## config.mk

```make
export PLATFORM = sky130hd
export DESIGN_NAME = da_inner4
export DESIGN_NICKNAME = d
export VERILOG_FILES = /design/src/rtl/da4_pkg.sv /design/src/rtl/da4_delay_line.sv /design/src/rtl/da4_psum_table.sv /design/src/rtl/da4_csa_accum.sv /design/src/rtl/da_inner4.sv
export SDC_FILE = /design/constraint.sdc
export NUM_CORES = 1
export LEC_CHECK = 0
export BUFFER_PORTS_ARGS = -buffer_cell sky130_fd_sc_hd__buf_4
export CAP_MARGIN = 20
export CORE_ASPECT_RATIO = 0.75
export CORE_MARGIN = 8
export CORE_UTILIZATION = 60
export CTS_CLUSTER_DIAMETER = 150
export DETAILED_ROUTE_END_ITERATION = 6
export MAX_ROUTING_LAYER = met4
export PLACE_DENSITY = 0.81
export SLEW_MARGIN = 20
export SYNTH_ARGS = -nofsm -noshare
export SYNTH_HDL_FRONTEND = slang
export SYNTH_SLANG_ARGS = --single-unit
```

## constraint.sdc

```tcl
create_clock -name clk -period 8.4 [get_ports clk]
set_input_delay 1.68 -clock clk [delete_from_list [all_inputs] [get_ports clk]]
set_output_delay 1.68 -clock clk [all_outputs]
set_load 0.005 [all_outputs]
```

## src/rtl/da4_pkg.sv

```systemverilog
package da4_pkg;
  typedef enum logic [1:0] {
    DA_IDLE = 2'd0,
    DA_RUN  = 2'd1,
    DA_FIN  = 2'd2
  } da_state_e;
endpackage

```

## src/rtl/da4_delay_line.sv

```systemverilog
module da4_delay_line #(
  parameter int TAPS   = 4,
  parameter int SAMP_W = 8,
  localparam int BIT_W = $clog2(SAMP_W)
) (
  input  logic              clk,
  input  logic              rst_n,
  input  logic              shift_en,
  input  logic [SAMP_W-1:0] smp_in,
  input  logic [BIT_W-1:0]  bit_sel,
  output logic [TAPS-1:0]   addr
);
  logic [TAPS-1:0][SAMP_W-1:0] taps_q, taps_d;

  // next state: newest sample enters tap 0, older ones move down
  always_comb begin
    taps_d = taps_q;
    if (shift_en) begin
      taps_d[0] = smp_in;
      for (int k = 1; k < TAPS; k++) taps_d[k] = taps_q[k-1];
    end
  end

  always_ff @(posedge clk or negedge rst_n) begin
    if (!rst_n) taps_q <= '0;
    else        taps_q <= taps_d;
  end

  // address bit k is the selected bit of the sample k steps old
  always_comb begin
    for (int k = 0; k < TAPS; k++) addr[k] = taps_q[k][bit_sel];
  end
endmodule

```

## src/rtl/da4_psum_table.sv

```systemverilog
module da4_psum_table #(
  parameter int TAPS   = 4,
  parameter int COEF_W = 8,
  localparam int IDX_W = $clog2(TAPS),
  localparam int NENT  = (1 << TAPS) - 1,
  localparam int PS_W  = COEF_W + $clog2(TAPS)
) (
  input  logic              clk,
  input  logic              rst_n,
  input  logic              wr_en,
  input  logic [IDX_W-1:0]  wr_idx,
  input  logic [COEF_W-1:0] wr_data,
  input  logic              busy,
  input  logic [TAPS-1:0]   addr,
  output logic [PS_W-1:0]   psum
);
  logic [TAPS-1:0][COEF_W-1:0] w_q, w_nx;
  logic [PS_W-1:0] tbl_q  [1:NENT];
  logic [PS_W-1:0] ent_nx [1:NENT];

  always_comb begin
    for (int k = 0; k < TAPS; k++)
      w_nx[k] = (wr_en && wr_idx == IDX_W'(k)) ? wr_data : w_q[k];
  end

  // every nonzero combination, built from the weights as they will be after this edge
  always_comb begin
    for (int a = 1; a <= NENT; a++) begin
      ent_nx[a] = '0;
      for (int k = 0; k < TAPS; k++) begin
        if (((a >> k) & 1) == 1)
          ent_nx[a] = ent_nx[a] + {{(PS_W-COEF_W){w_nx[k][COEF_W-1]}}, w_nx[k]};
      end
    end
  end

  always_ff @(posedge clk or negedge rst_n) begin
    if (!rst_n) begin
      w_q <= '0;
      for (int a = 1; a <= NENT; a++) tbl_q[a] <= '0;
    end else if (wr_en) begin
      w_q <= w_nx;
      for (int a = 1; a <= NENT; a++) tbl_q[a] <= ent_nx[a];
    end
  end

  always_comb psum = (addr == '0) ? '0 : tbl_q[addr];

  logic [PS_W-1:0] all_sum;
  always_comb begin
    all_sum = '0;
    for (int k = 0; k < TAPS; k++)
      all_sum = all_sum + {{(PS_W-COEF_W){w_q[k][COEF_W-1]}}, w_q[k]};
  end

  // the all-taps entry tracks the stored weights
  p_tbl_full_r4: assert property (@(posedge clk) disable iff (!rst_n)
    tbl_q[NENT] == all_sum);

  // stored weights do not move during a conversion
  p_wt_hold_r8: assert property (@(posedge clk) disable iff (!rst_n)
    busy |=> $stable(w_q));
endmodule

```

## src/rtl/da4_csa_accum.sv

```systemverilog
module da4_csa_accum #(
  parameter int PS_W  = 10,
  parameter int OUT_W = 16,
  parameter int SH_W  = 3
) (
  input  logic             clk,
  input  logic             rst_n,
  input  logic             clr,
  input  logic             step,
  input  logic             sub,
  input  logic [SH_W-1:0]  shamt,
  input  logic [PS_W-1:0]  psum,
  output logic [OUT_W-1:0] sum_out
);
  logic [OUT_W-1:0] s_q, c_q, s_nx, c_nx, ext, op, maj;

  always_comb begin
    ext  = {{(OUT_W-PS_W){psum[PS_W-1]}}, psum} << shamt;
    op   = sub ? ~ext : ext;
    s_nx = s_q ^ c_q ^ op;
    maj  = (s_q & c_q) | (s_q & op) | (c_q & op);
    // the free carry LSB takes the +1 of the two's-complement negate
    c_nx = (maj << 1) | OUT_W'(sub);
  end

  always_ff @(posedge clk or negedge rst_n) begin
    if (!rst_n) begin
      s_q <= '0;
      c_q <= '0;
    end else if (clr) begin
      s_q <= '0;
      c_q <= '0;
    end else if (step) begin
      s_q <= s_nx;
      c_q <= c_nx;
    end
  end

  assign sum_out = s_q + c_q;
endmodule

```

## src/rtl/da_inner4.sv

```systemverilog
module da_inner4 import da4_pkg::*; #(
  parameter int TAPS   = 4,
  parameter int SAMP_W = 8,
  parameter int COEF_W = 8,
  parameter int OUT_W  = 16
) (
  input  logic                     clk,
  input  logic                     rst_n,
  input  logic                     smp_valid,
  input  logic [SAMP_W-1:0]        smp_in,
  input  logic                     wt_load,
  input  logic [$clog2(TAPS)-1:0]  wt_idx,
  input  logic [COEF_W-1:0]        wt_in,
  output logic [OUT_W-1:0]         y_out,
  output logic                     y_done
);
  localparam int BIT_W = $clog2(SAMP_W);
  localparam int PS_W  = COEF_W + $clog2(TAPS);

  // reset: asserted at once, released after two clocks
  logic [1:0] rs_q;
  logic       rst_i;
  always_ff @(posedge clk or negedge rst_n) begin
    if (!rst_n) rs_q <= '0;
    else        rs_q <= {rs_q[0], 1'b1};
  end
  assign rst_i = rs_q[1];

  da_state_e        state_q, state_d;
  logic [BIT_W-1:0] bit_cnt_q, bit_cnt_d;
  logic             accept, running, last_bit, wt_we;
  logic [TAPS-1:0]  addr;
  logic [PS_W-1:0]  psum;
  logic [OUT_W-1:0] sum_out;
  logic [OUT_W-1:0] y_q;
  logic             done_q;

  assign running  = (state_q == DA_RUN);
  assign accept   = smp_valid && !running;
  assign wt_we    = wt_load && !running;
  assign last_bit = (bit_cnt_q == BIT_W'(SAMP_W-1));

  always_comb begin
    state_d   = state_q;
    bit_cnt_d = bit_cnt_q;
    unique case (state_q)
      DA_IDLE: if (accept) begin state_d = DA_RUN; bit_cnt_d = '0; end
      DA_RUN: begin
        bit_cnt_d = bit_cnt_q + 1'b1;
        if (last_bit) state_d = DA_FIN;
      end
      DA_FIN: begin
        state_d   = accept ? DA_RUN : DA_IDLE;
        bit_cnt_d = '0;
      end
      default: state_d = DA_IDLE;
    endcase
  end

  always_ff @(posedge clk or negedge rst_i) begin
    if (!rst_i) begin
      state_q   <= DA_IDLE;
      bit_cnt_q <= '0;
      y_q       <= '0;
      done_q    <= 1'b0;
    end else begin
      state_q   <= state_d;
      bit_cnt_q <= bit_cnt_d;
      done_q    <= (state_q == DA_FIN);
      if (state_q == DA_FIN) y_q <= sum_out;
    end
  end

  assign y_out  = y_q;
  assign y_done = done_q;

  da4_delay_line #(.TAPS(TAPS), .SAMP_W(SAMP_W)) u_dly (
    .clk(clk), .rst_n(rst_i), .shift_en(accept), .smp_in(smp_in),
    .bit_sel(bit_cnt_q), .addr(addr));

  da4_psum_table #(.TAPS(TAPS), .COEF_W(COEF_W)) u_tbl (
    .clk(clk), .rst_n(rst_i), .wr_en(wt_we), .wr_idx(wt_idx), .wr_data(wt_in),
    .busy(running), .addr(addr), .psum(psum));

  da4_csa_accum #(.PS_W(PS_W), .OUT_W(OUT_W), .SH_W(BIT_W)) u_acc (
    .clk(clk), .rst_n(rst_i), .clr(accept), .step(running), .sub(running && last_bit),
    .shamt(bit_cnt_q), .psum(psum), .sum_out(sum_out));

  // done is a single-clock pulse
  p_done_pulse_r6: assert property (@(posedge clk) disable iff (!rst_i)
    y_done |=> !y_done);

  // the output moves only together with done
  p_out_hold_r6: assert property (@(posedge clk) disable iff (!rst_i)
    !y_done |-> $stable(y_out));

  // a slice of all-zero bits contributes nothing
  p_zero_addr_r4: assert property (@(posedge clk) disable iff (!rst_i)
    (running && addr == '0) |-> (psum == '0));
endmodule

```

== After elaboration in Yosys (flattened, before gate mapping) ==
Index checks and enable logic that the tools add are counted.
Storage, ports and cells
  register bits: 259
  word-level logic and storage cells: 106
  input port bits: 22
  output and inout port bits: 17
Cells by class
  shift-type cells: 1
  eq/ne operators: 8
  add/subtract/negate cells: 13
  bitwise operators: 10
  magnitude comparators: 2
  multiplexer cells: 27
  reductions and logical operators: 15
Operator list (number)
  two-way mux 16 bit: 5
  adder 8 x 8 -> 9 bit: 6
  bitwise AND 15 bit: 3
  adder 9 x 8 -> 10 bit: 4
  binary-select mux 10 bit (select 4 bit): 1
  two-way mux 8 bit: 4
  bitwise XOR 16 bit: 2
  two-way mux 10 bit: 3
  bitwise OR 15 bit: 2
  adder 16 bit: 1
  NOT 16 bit: 1
  bitwise OR 16 x 1 -> 16 bit: 1
  << shifter 16 x 3 -> 16 bit: 1
  binary-select mux 1 bit (select 3 bit): 4
  adder 10 bit: 1
  one-hot mux 3 bit (3 select lines): 1
  logical AND 1 bit: 7
  == test 2 bit (second input constant): 3
  one-hot mux 2 bit (3 select lines): 1
  >= comparator 5 bit (second input constant): 1
  two-way mux 1 bit: 5
  NOT 4 -> 5 bit: 1
  == test 2 x 1 -> 1 bit (second input constant): 2
  zero test 2 bit: 2
  other kinds (12): 14

== Logic depth before layout (Yosys ltp) ==
Gate-level depths: netlist of the first run.
  depth after elaboration: 16
  gate-level depth with buffers: 23
  mapped depth without buffers: 20

== By module ==
Synthesis of the first run repeated with hierarchy kept, for this count alone.
Second synthesis, totals
  cells, all modules: 1456
  area, all modules: 15735.1 µm²
By module, submodules not included
  da4_psum_table: area each 10362.4 µm², instances 1, seq. area each 3403.3 µm², cells each 980
  da4_csa_accum: area each 2904.0 µm², instances 1, seq. area each 800.8 µm², cells each 326
  da4_delay_line: area each 1450.1 µm², instances 1, seq. area each 800.8 µm², cells each 82
  da_inner4: area each 1018.5 µm², instances 1, seq. area each 600.6 µm², cells each 68

== Worst setup path before layout of the first run ==
Ideal clock, no wire load.
  path type: in2reg
  start point: input wt_load
  end point: register u_tbl.tbl_q[9] (netlist name)
  buffers on the path: 2
  stages: 21
  slack: 1.905 ns
  data required time: 8.317 ns
  setup time: 0.083 ns
  arrival time: 6.412 ns
  cell sequence: clkbuf_1 > nor4b_2 > clkbuf_1 > mux2_2 > ha_1 > fa_1 > maj3_1 > a21o_1 > xor2_1 > ha_1 > a21boi_0 > o21ai_0 > nand2b_1 > a21o_1 > a21oi_1 > xnor2_1 > ha_1 > a21oi_1 > o21ai_0 > xor2_1 > o21ai_0
RTL lines
  start, declared: line da_inner4.sv:11  | input logic wt_load,
  end, declared: line da4_psum_table.sv:18  | logic [PS_W-1:0] tbl_q [1:NENT];

==> reports/results.ini, run 1 <==
[run_status]
status=completed

[sta]
finalSetupTns_ns=0
worstMarginPinSlew_ns=0.997
rsz0062_at_grt=false
period_share=0.752
setup_violations=0
slew_headroom=0.335
drv_slew=0
max_freq_mhz=158
finalClockSkew_ns=0.00858
finalHoldViolCount=0
fin_crit_ns=6.31

[clock_network]
cts_root_buffer=clkbuf_16
ctsHtreeMaxLevel=1
clk_pin_slew_ns=0.07
cts.sinks=224
cts_tree=built
clkLatencyLatePin_ns=0.54
cts_setup_buffers=0
ctsHoldBuffers=0
cts_buffer_depth=3
cts_inserted_buffers=24
post_cts_resized=0

[worst_setup_path]
path_delay_family=adder cells
max_stage_delay_ns=0.61
critical_path_class=in -> reg
ff2ff_setup_slack_ns=2.40
cp-end-kind=register
crit_chain=buf_4 -> nand4b_1 -> mux2_2 -> ha_1 -> fa_1 -> maj3_1 -> a21o_1 -> xor2_1 -> ha_1 -> a21boi_0 -> o21ai_0 -> nand2b_1 -> a21o_1 -> a21oi_1 -> xnor2_1 -> ha_1 -> a21oi_1 -> o21ai_0 -> xor2_1 -> o21ai_0
slowest_stage=nand4b_1
startpoint_type=input pin
crit_buf_inv=1
cp_max_fo=7
critPathRequiredTime_ns=8.79
arrival_ns=6.70

[detailed_routing]
drt-wirelength-per-cell_um=21.6
ant_nets=0
viasPerCell=6.26
firstDrtPassIters=5
wl_um=41000
route.vias.total=11900
route.detailed.drc=0
drtIter0Drc=946

[worst_hold_path]
hold_path_class=reg -> reg

[flow_run]
cap_violations=0

[logic_synthesis]
syn-num-nets=1690
synthCells=1536
syn_avg_cell_area_um2=10.1
synth-seq-cells=224
synth-edff-count=0
synthesis.area_um2=15600
synthFlopType=dfrtp_1
synth_cell_types=72
async_reset_ff_frac=1.00
yosysSeqAreaShare=0.360
yosysWarnings=0

[placed_design]
gp_congestion=1.01
port_buffers=38
hpwl_um=30400

[layout]
antennaDiodeCount=0
most-common-layout-cells=222 x dfrtp_1, 160 x nand2_1, 136 x mux2_2
seq_area_um2=5610
syn_to_final_growth_pct=8.60
drive_gt1_frac=0.174
multi_input_area_um2=9270
nets=1692
fill_cells=1980
final_common_cell=dfrtp_1

[grt]
grt_pass1_wl_um=65700
antenna_found_initial=0
grt_pass1_vias=11800
grt_usage=0.271
overflow=0
grt_start_max_net_pins=86

[floorplanning]
rows=51
fp.coreArea_um2=25700
die_y_um=155
io_pins=39
start_util=0.605
die_x_um=202
die_area_um2=31400

[final timing paths]
path / depth (start not counted) / endpoint / start
min: 0 / rs_q[1] / rs_q[0]
max in group asynchronous: 2 / u_acc.s_q[11] / rs_q[1]
min reg2reg: 0 / rs_q[1] / rs_q[0]
min in group asynchronous: 0 / u_dly.taps_q[31] / rs_q[1]
max: 20 / u_tbl.tbl_q[9] / wt_idx[1]
max reg2reg: 21 / u_tbl.tbl_q[9] / state_q[1]
[metal layers]
layer  GRT usage  part of all wire  up-vias
met1       0.383              0.46     5846
met2       0.379              0.42      444
li1            -                 -     5502
met4      0.0826             0.033        0
met5           -                 0        -
met3      0.0667             0.090       95
[logic make-up (layout without fill, tap and decap cells)]
group	count (synthesis)	in the layout	share of synthesized area
AND/OR/NAND/NOR	319	319	0.0939
XOR/XNOR	95	95	0.0535
other	1	1	0.000241
flip-flops	224	224	0.360
adder cells (fa/ha/maj)	140	140	0.124
buffers and inverters	168	188	0.0453
AO/OA/AOI/OAI	350	350	0.140
multiplexers	239	239	0.183
[worst reg2reg max path, cell delays in order, from the launching register on]
cell      delay, ns
dfrtp_1        0.50
nand2b_2       0.17
buf_4          0.29
nand4b_1       0.61
mux2_2         0.55
ha_1           0.25
fa_1           0.47
maj3_1         0.40
a21o_1         0.22
xor2_1         0.30
ha_1           0.32
a21boi_0       0.15
o21ai_0        0.19
nand2b_1       0.10
a21o_1         0.19
a21oi_1        0.17
xnor2_1        0.16
ha_1           0.30
a21oi_1        0.13
o21ai_0        0.12
xor2_1         0.16
o21ai_0        0.08
[cells in the mapped netlist (all sizes together), types with 7 or more instances]
library cell | instances | area share
o211ai | 10 | 0.0048
o21a | 7 | 0.0034
nand4 | 7 | 0.0028
mux2i | 71 | 0.046
inv | 89 | 0.021
a21o | 24 | 0.012
clkbuf | 48 | 0.012
a31oi | 15 | 0.0060
mux2 | 147 | 0.11
mux4 | 21 | 0.030
fa | 27 | 0.035
o21ai | 135 | 0.043
xor2 | 31 | 0.017
o21bai | 18 | 0.0094
nor2 | 37 | 0.0092
dfrtp | 224 | 0.36
ha | 105 | 0.084
a21oi | 67 | 0.022
xnor2 | 64 | 0.036
nor2b | 17 | 0.0068
buf | 31 | 0.012
o31ai | 11 | 0.0053
nand2b | 11 | 0.0044
maj3 | 8 | 0.0051
nand2 | 161 | 0.039
nor3 | 15 | 0.0051
a211oi | 10 | 0.0048
nand3 | 46 | 0.015
a32oi | 14 | 0.0079
[sequential cells by signal, summed over array words and instances, names as in the netlist]
name,cells
state_q,2
u_acc.c_q,16
u_dly.taps_q,32
y_done,1
rs_q,2
bit_cnt_q,3
y_out,16
u_acc.s_q,16
u_tbl.tbl_q,104
u_tbl.w_q,32
[cell type report]
class | instances | area share
Clock inverter | 10 | 0.00666
Clock buffer | 34 | 0.0432
Timing Repair Buffer | 55 | 0.0244
Multi-Input combinational cell | 1144 | 0.548
Tap cell | 344 | 0.0255
Sequential cell | 224 | 0.332
Inverter | 89 | 0.0198
[metrics by stage]
step / hold WS [ns] / setup slack, ns / instances / instance area, µm² / utilization
after floorplan: 0.331 / 1.70 / 1536 / 15600 / -
after global placement: 0.339 / 1.73 / 1856 / 16100 / 0.624
after detailed placement: 0.350 / 1.67 / 1856 / 16100 / 0.624
after CTS: 0.358 / 2.21 / 1900 / 16900 / 0.657
after global routing: 0.360 / 1.84 / 1900 / 16900 / 0.657
final: 0.352 / 2.09 / 1900 / 16900 / 0.657
Power of run 1 is left out: the tool's default activity adds up to more than one toggle a clock period on the data nets, which glitch-free logic cannot reach.
==> run 2, diff against run 1 <==
--- a/config.mk
+++ b/config.mk
@@ -5,15 +5,16 @@
 export SDC_FILE = /design/constraint.sdc
 export NUM_CORES = 1
 export LEC_CHECK = 0
+export ABC_AREA = 1
 export BUFFER_PORTS_ARGS = -buffer_cell sky130_fd_sc_hd__buf_4
 export CAP_MARGIN = 20
 export CORE_ASPECT_RATIO = 0.75
 export CORE_MARGIN = 8
-export CORE_UTILIZATION = 60
+export CORE_UTILIZATION = 58
 export CTS_CLUSTER_DIAMETER = 150
 export DETAILED_ROUTE_END_ITERATION = 6
 export MAX_ROUTING_LAYER = met4
-export PLACE_DENSITY = 0.81
+export PLACE_DENSITY = 0.82
 export SLEW_MARGIN = 20
 export SYNTH_ARGS = -nofsm -noshare
 export SYNTH_HDL_FRONTEND = slang
==> constraint.sdc (replaced) <==
create_clock -name clk -period 5.2 [get_ports clk]
set_input_delay 1.04 -clock clk [delete_from_list [all_inputs] [get_ports clk]]
set_output_delay 1.04 -clock clk [all_outputs]
set_load 0.005 [all_outputs]
==> run 2 against run 1 <==
Hold slack got worse by 0.068 ns. Final cell count up 25%. First-iteration DRC count is 55% higher. Non-clock buffer count rose by 48. Register-to-register slack worse by 1.8 ns. Synthesized area down 3.6%. Die area shrank 0.24%. Sequential share of layout area increased by 0.35 points.
==> reports/results.ini, run 2 <==
[layout]
post-route-cell-area_um2=16700  ; was 16900 µm²
largest-register=u_tbl.tbl_q  ; unchanged
fill_cells=2171  ; was 1980
drive_gt1_frac=0.0870  ; was 0.174
nets=2161  ; was 1692
largest_reg_flops=104  ; unchanged
reg.largest.list=u_tbl.tbl_q (104), u_dly.taps_q (32), u_tbl.w_q (32)  ; unchanged
antennaDiodeCount=0  ; unchanged
syn_to_final_growth_pct=11.4  ; was 8.60%
most-common-layout-cells=567 x nand2_1, 223 x dfrtp_1, 201 x o21ai_0  ; was 222 x dfrtp_1, 160 x nand2_1, 136 x mux2_2
final_common_cell=nand2_1  ; was dfrtp_1

[clock_network]
post_cts_resized=0  ; unchanged
cts_inserted_buffers=24  ; unchanged
cts_root_buffer=clkbuf_16  ; unchanged
cts.sinks=224  ; unchanged
ctsHtreeMaxLevel=1  ; unchanged
cts_tree=built  ; unchanged
cts_buffer_depth=3  ; unchanged
clk_pin_slew_ns=0.06  ; was 0.07 ns
cts_setup_buffers=0  ; unchanged
ctsHoldBuffers=0  ; unchanged
clkLatencyLatePin_ns=0.52  ; was 0.54 ns

[logic_synthesis]
synth_top_area_cell=dfrtp_1  ; unchanged
synth_cell_types=47  ; was 72
async_reset_ff_frac=1.00  ; unchanged
synth-edff-count=0  ; unchanged
synthFlopType=dfrtp_1  ; unchanged
syn-num-nets=2117  ; was 1690
yosysSeqAreaShare=0.374  ; was 0.360
synth.area.top_cells=dfrtp_1 37%, nand2_1 14%, ha_1 8.8%, o21ai_0 6.7%, nand3_1 5.8%  ; was dfrtp_1 36%, mux2_2 9.8%, ha_1 8.4%, mux2i_1 4.5%, o21ai_0 3.9%
syn_avg_cell_area_um2=7.64  ; was 10.1 µm²
synthTopCellsByCount=567 x nand2_1, 224 x dfrtp_1, 202 x o21ai_0  ; was 224 x dfrtp_1, 161 x nand2_1, 136 x mux2_2
synthesis.area_um2=15000  ; was 15600 µm²
synth_top_cell_area_share=0.374  ; was 0.360
yosysMostFrequentCell=nand2_1  ; was dfrtp_1
synthCells=1963  ; was 1536
synth-seq-cells=224  ; unchanged
yosysWarnings=0  ; unchanged

[grt]
grt_pass1_wl_um=68500  ; was 65700 µm
grt_usage=0.276  ; was 0.271
grt_pass1_vias=13000  ; was 11800
overflow=0  ; unchanged
grt_start_max_net_pins=173  ; was 86
antenna_found_initial=0  ; unchanged

[sta]
setup_violations=0  ; unchanged
period_share=0.918
slew_headroom=0.294  ; was 0.335
max_freq_mhz=210
holdWs_ns=0.284  ; was 0.352 ns
drv_slew=0  ; unchanged
finalWorstSetupSlack_ns=0.428  ; was 2.09 ns
worstMarginPinSlew_ns=1.05  ; was 0.997 ns
rsz0062_at_grt=false  ; unchanged
finalSetupTns_ns=0  ; unchanged
fin_crit_ns=4.77
finalClockSkew_ns=0.00958  ; was 0.00858 ns
finalHoldViolCount=0  ; unchanged

[worst_hold_path]
hold_path_class=in -> async  ; was reg -> reg

[detailed_routing]
drt-wirelength-per-cell_um=17.8  ; was 21.6 µm
ant_nets=0  ; unchanged
firstDrtPassIters=5  ; unchanged
viasPerCell=5.79  ; was 6.26
wl_um=42100  ; was 41000 µm
route.detailed.drc=0  ; unchanged
route.vias.total=13700  ; was 11900
drtIter0Drc=1464  ; was 946

[worst_setup_path]
startpoint_type=input pin  ; unchanged
cp-end-kind=register  ; unchanged
reg2reg_depth=26  ; was 21
cp_max_fo=15  ; was 7
arrival_ns=5.15  ; was 6.70 ns
critical_path_class=in -> reg  ; unchanged
critPathRequiredTime_ns=5.58  ; was 8.79 ns

[floorplanning]
die_x_um=202  ; about the same
fp.coreArea_um2=25700  ; unchanged
die_area_um2=31300  ; was 31400 µm²
io_pins=39  ; unchanged
start_util=0.583  ; was 0.605
die_y_um=155  ; about the same
rows=51  ; unchanged

[placed_design]
dp_slack_ns=0.00906  ; was 1.67 ns
hpwl_um=30700  ; was 30400 µm
place_area_um2=15800  ; was 16100 µm²
port_buffers=38  ; unchanged
gp_congestion=0.976  ; was 1.01

[run_status]
status=completed  ; unchanged

[flow_run]
cap_violations=0  ; unchanged

[run 2: cell types whose count changed in the layout (fill, tap and decap cells not counted), sizes merged, moves of 29 or more]
cell and change:
mux2 -140, inv +109, nor2 +50, nand2 +411
buf +48, o21ai +82, nand3 +129, mux2i -71
o22ai +29, xnor2 -44
[run 2: cell families (layout without fill, tap and decap cells)]
family / count (synthesis) / count (layout) / share of synthesized area
simple gates: 870 / 870 / 0.241
other cells: 1 / 1 / 0.000250
fa+ha+maj: 132 / 132 / 0.124
compound gates: 375 / 375 / 0.138
xor+xnor: 69 / 69 / 0.0403
buf+inv: 285 / 346 / 0.0785
flops: 224 / 224 / 0.374
mux: 7 / 7 / 0.00525
[run 2: critical path: stages]
cell and delay (ns):
buf_4 0.08, inv_1 0.07, nor2_4 0.19, nand2_2 0.10, buf_4 0.16, buf_4 0.17, o21ai_0 0.29, ha_1 0.33
inv_1 0.09, xor2_1 0.18, inv_1 0.11, ha_1 0.35, nand2_1 0.06, o21ai_0 0.29, a21oi_1 0.14, o21bai_1 0.23
xor2_1 0.20, inv_1 0.06, ha_1 0.30, inv_1 0.08, o21bai_1 0.10, a21oi_1 0.14, nor2_1 0.05, nor2_1 0.12
xnor2_1 0.12, o21ai_0 0.08
[run 2: worst paths after layout]
path	start	to	slack [ns]
worst max-delay path	wt_load	u_tbl.tbl_q[9]	0.43
worst min register to register	rs_q[0]	rs_q[1]	0.35
min in group clk	rs_q[0]	rs_q[1]	0.35
max in group asynchronous	rs_q[1]	u_tbl.tbl_q[43]	3.45
worst max register to register	state_q[0]	u_tbl.tbl_q[9]	0.57
worst min-delay path	rst_n	rs_q[1]	0.28
[run 2: through the flow]
step	util	instances
finish	0.650	2368
global route	0.650	2368
CTS	0.650	2368
detailed placement	0.615	2325
global placement	0.615	2325
floorplan	-	1963
[run 2: cell type report]
class | instances | area [µm²] | area share
flip-flops and latches | 224 | 5610 | 0.336
clock inverters | 10 | 178 | 0.0106
repair buffers | 103 | 811 | 0.0485
well taps | 344 | 430 | 0.0257
clock buffers | 33 | 716 | 0.0428
multi-input cells | 1454 | 8220 | 0.492
inverters | 200 | 753 | 0.0451
[run 2: routing by layer]
| metal | up-vias | GRT usage | wire length [µm] |
|---|---|---|---|
| li1 | 6546 | - | - |
| met1 | 6486 | 0.402 | 19300 |
| met2 | 613 | 0.391 | 17300 |
| met3 | 58 | 0.0569 | 4510 |
| met4 | 0 | 0.0607 | 920 |
| met5 | - | - | 0 |
Power of run 2 is left out for the same reason.
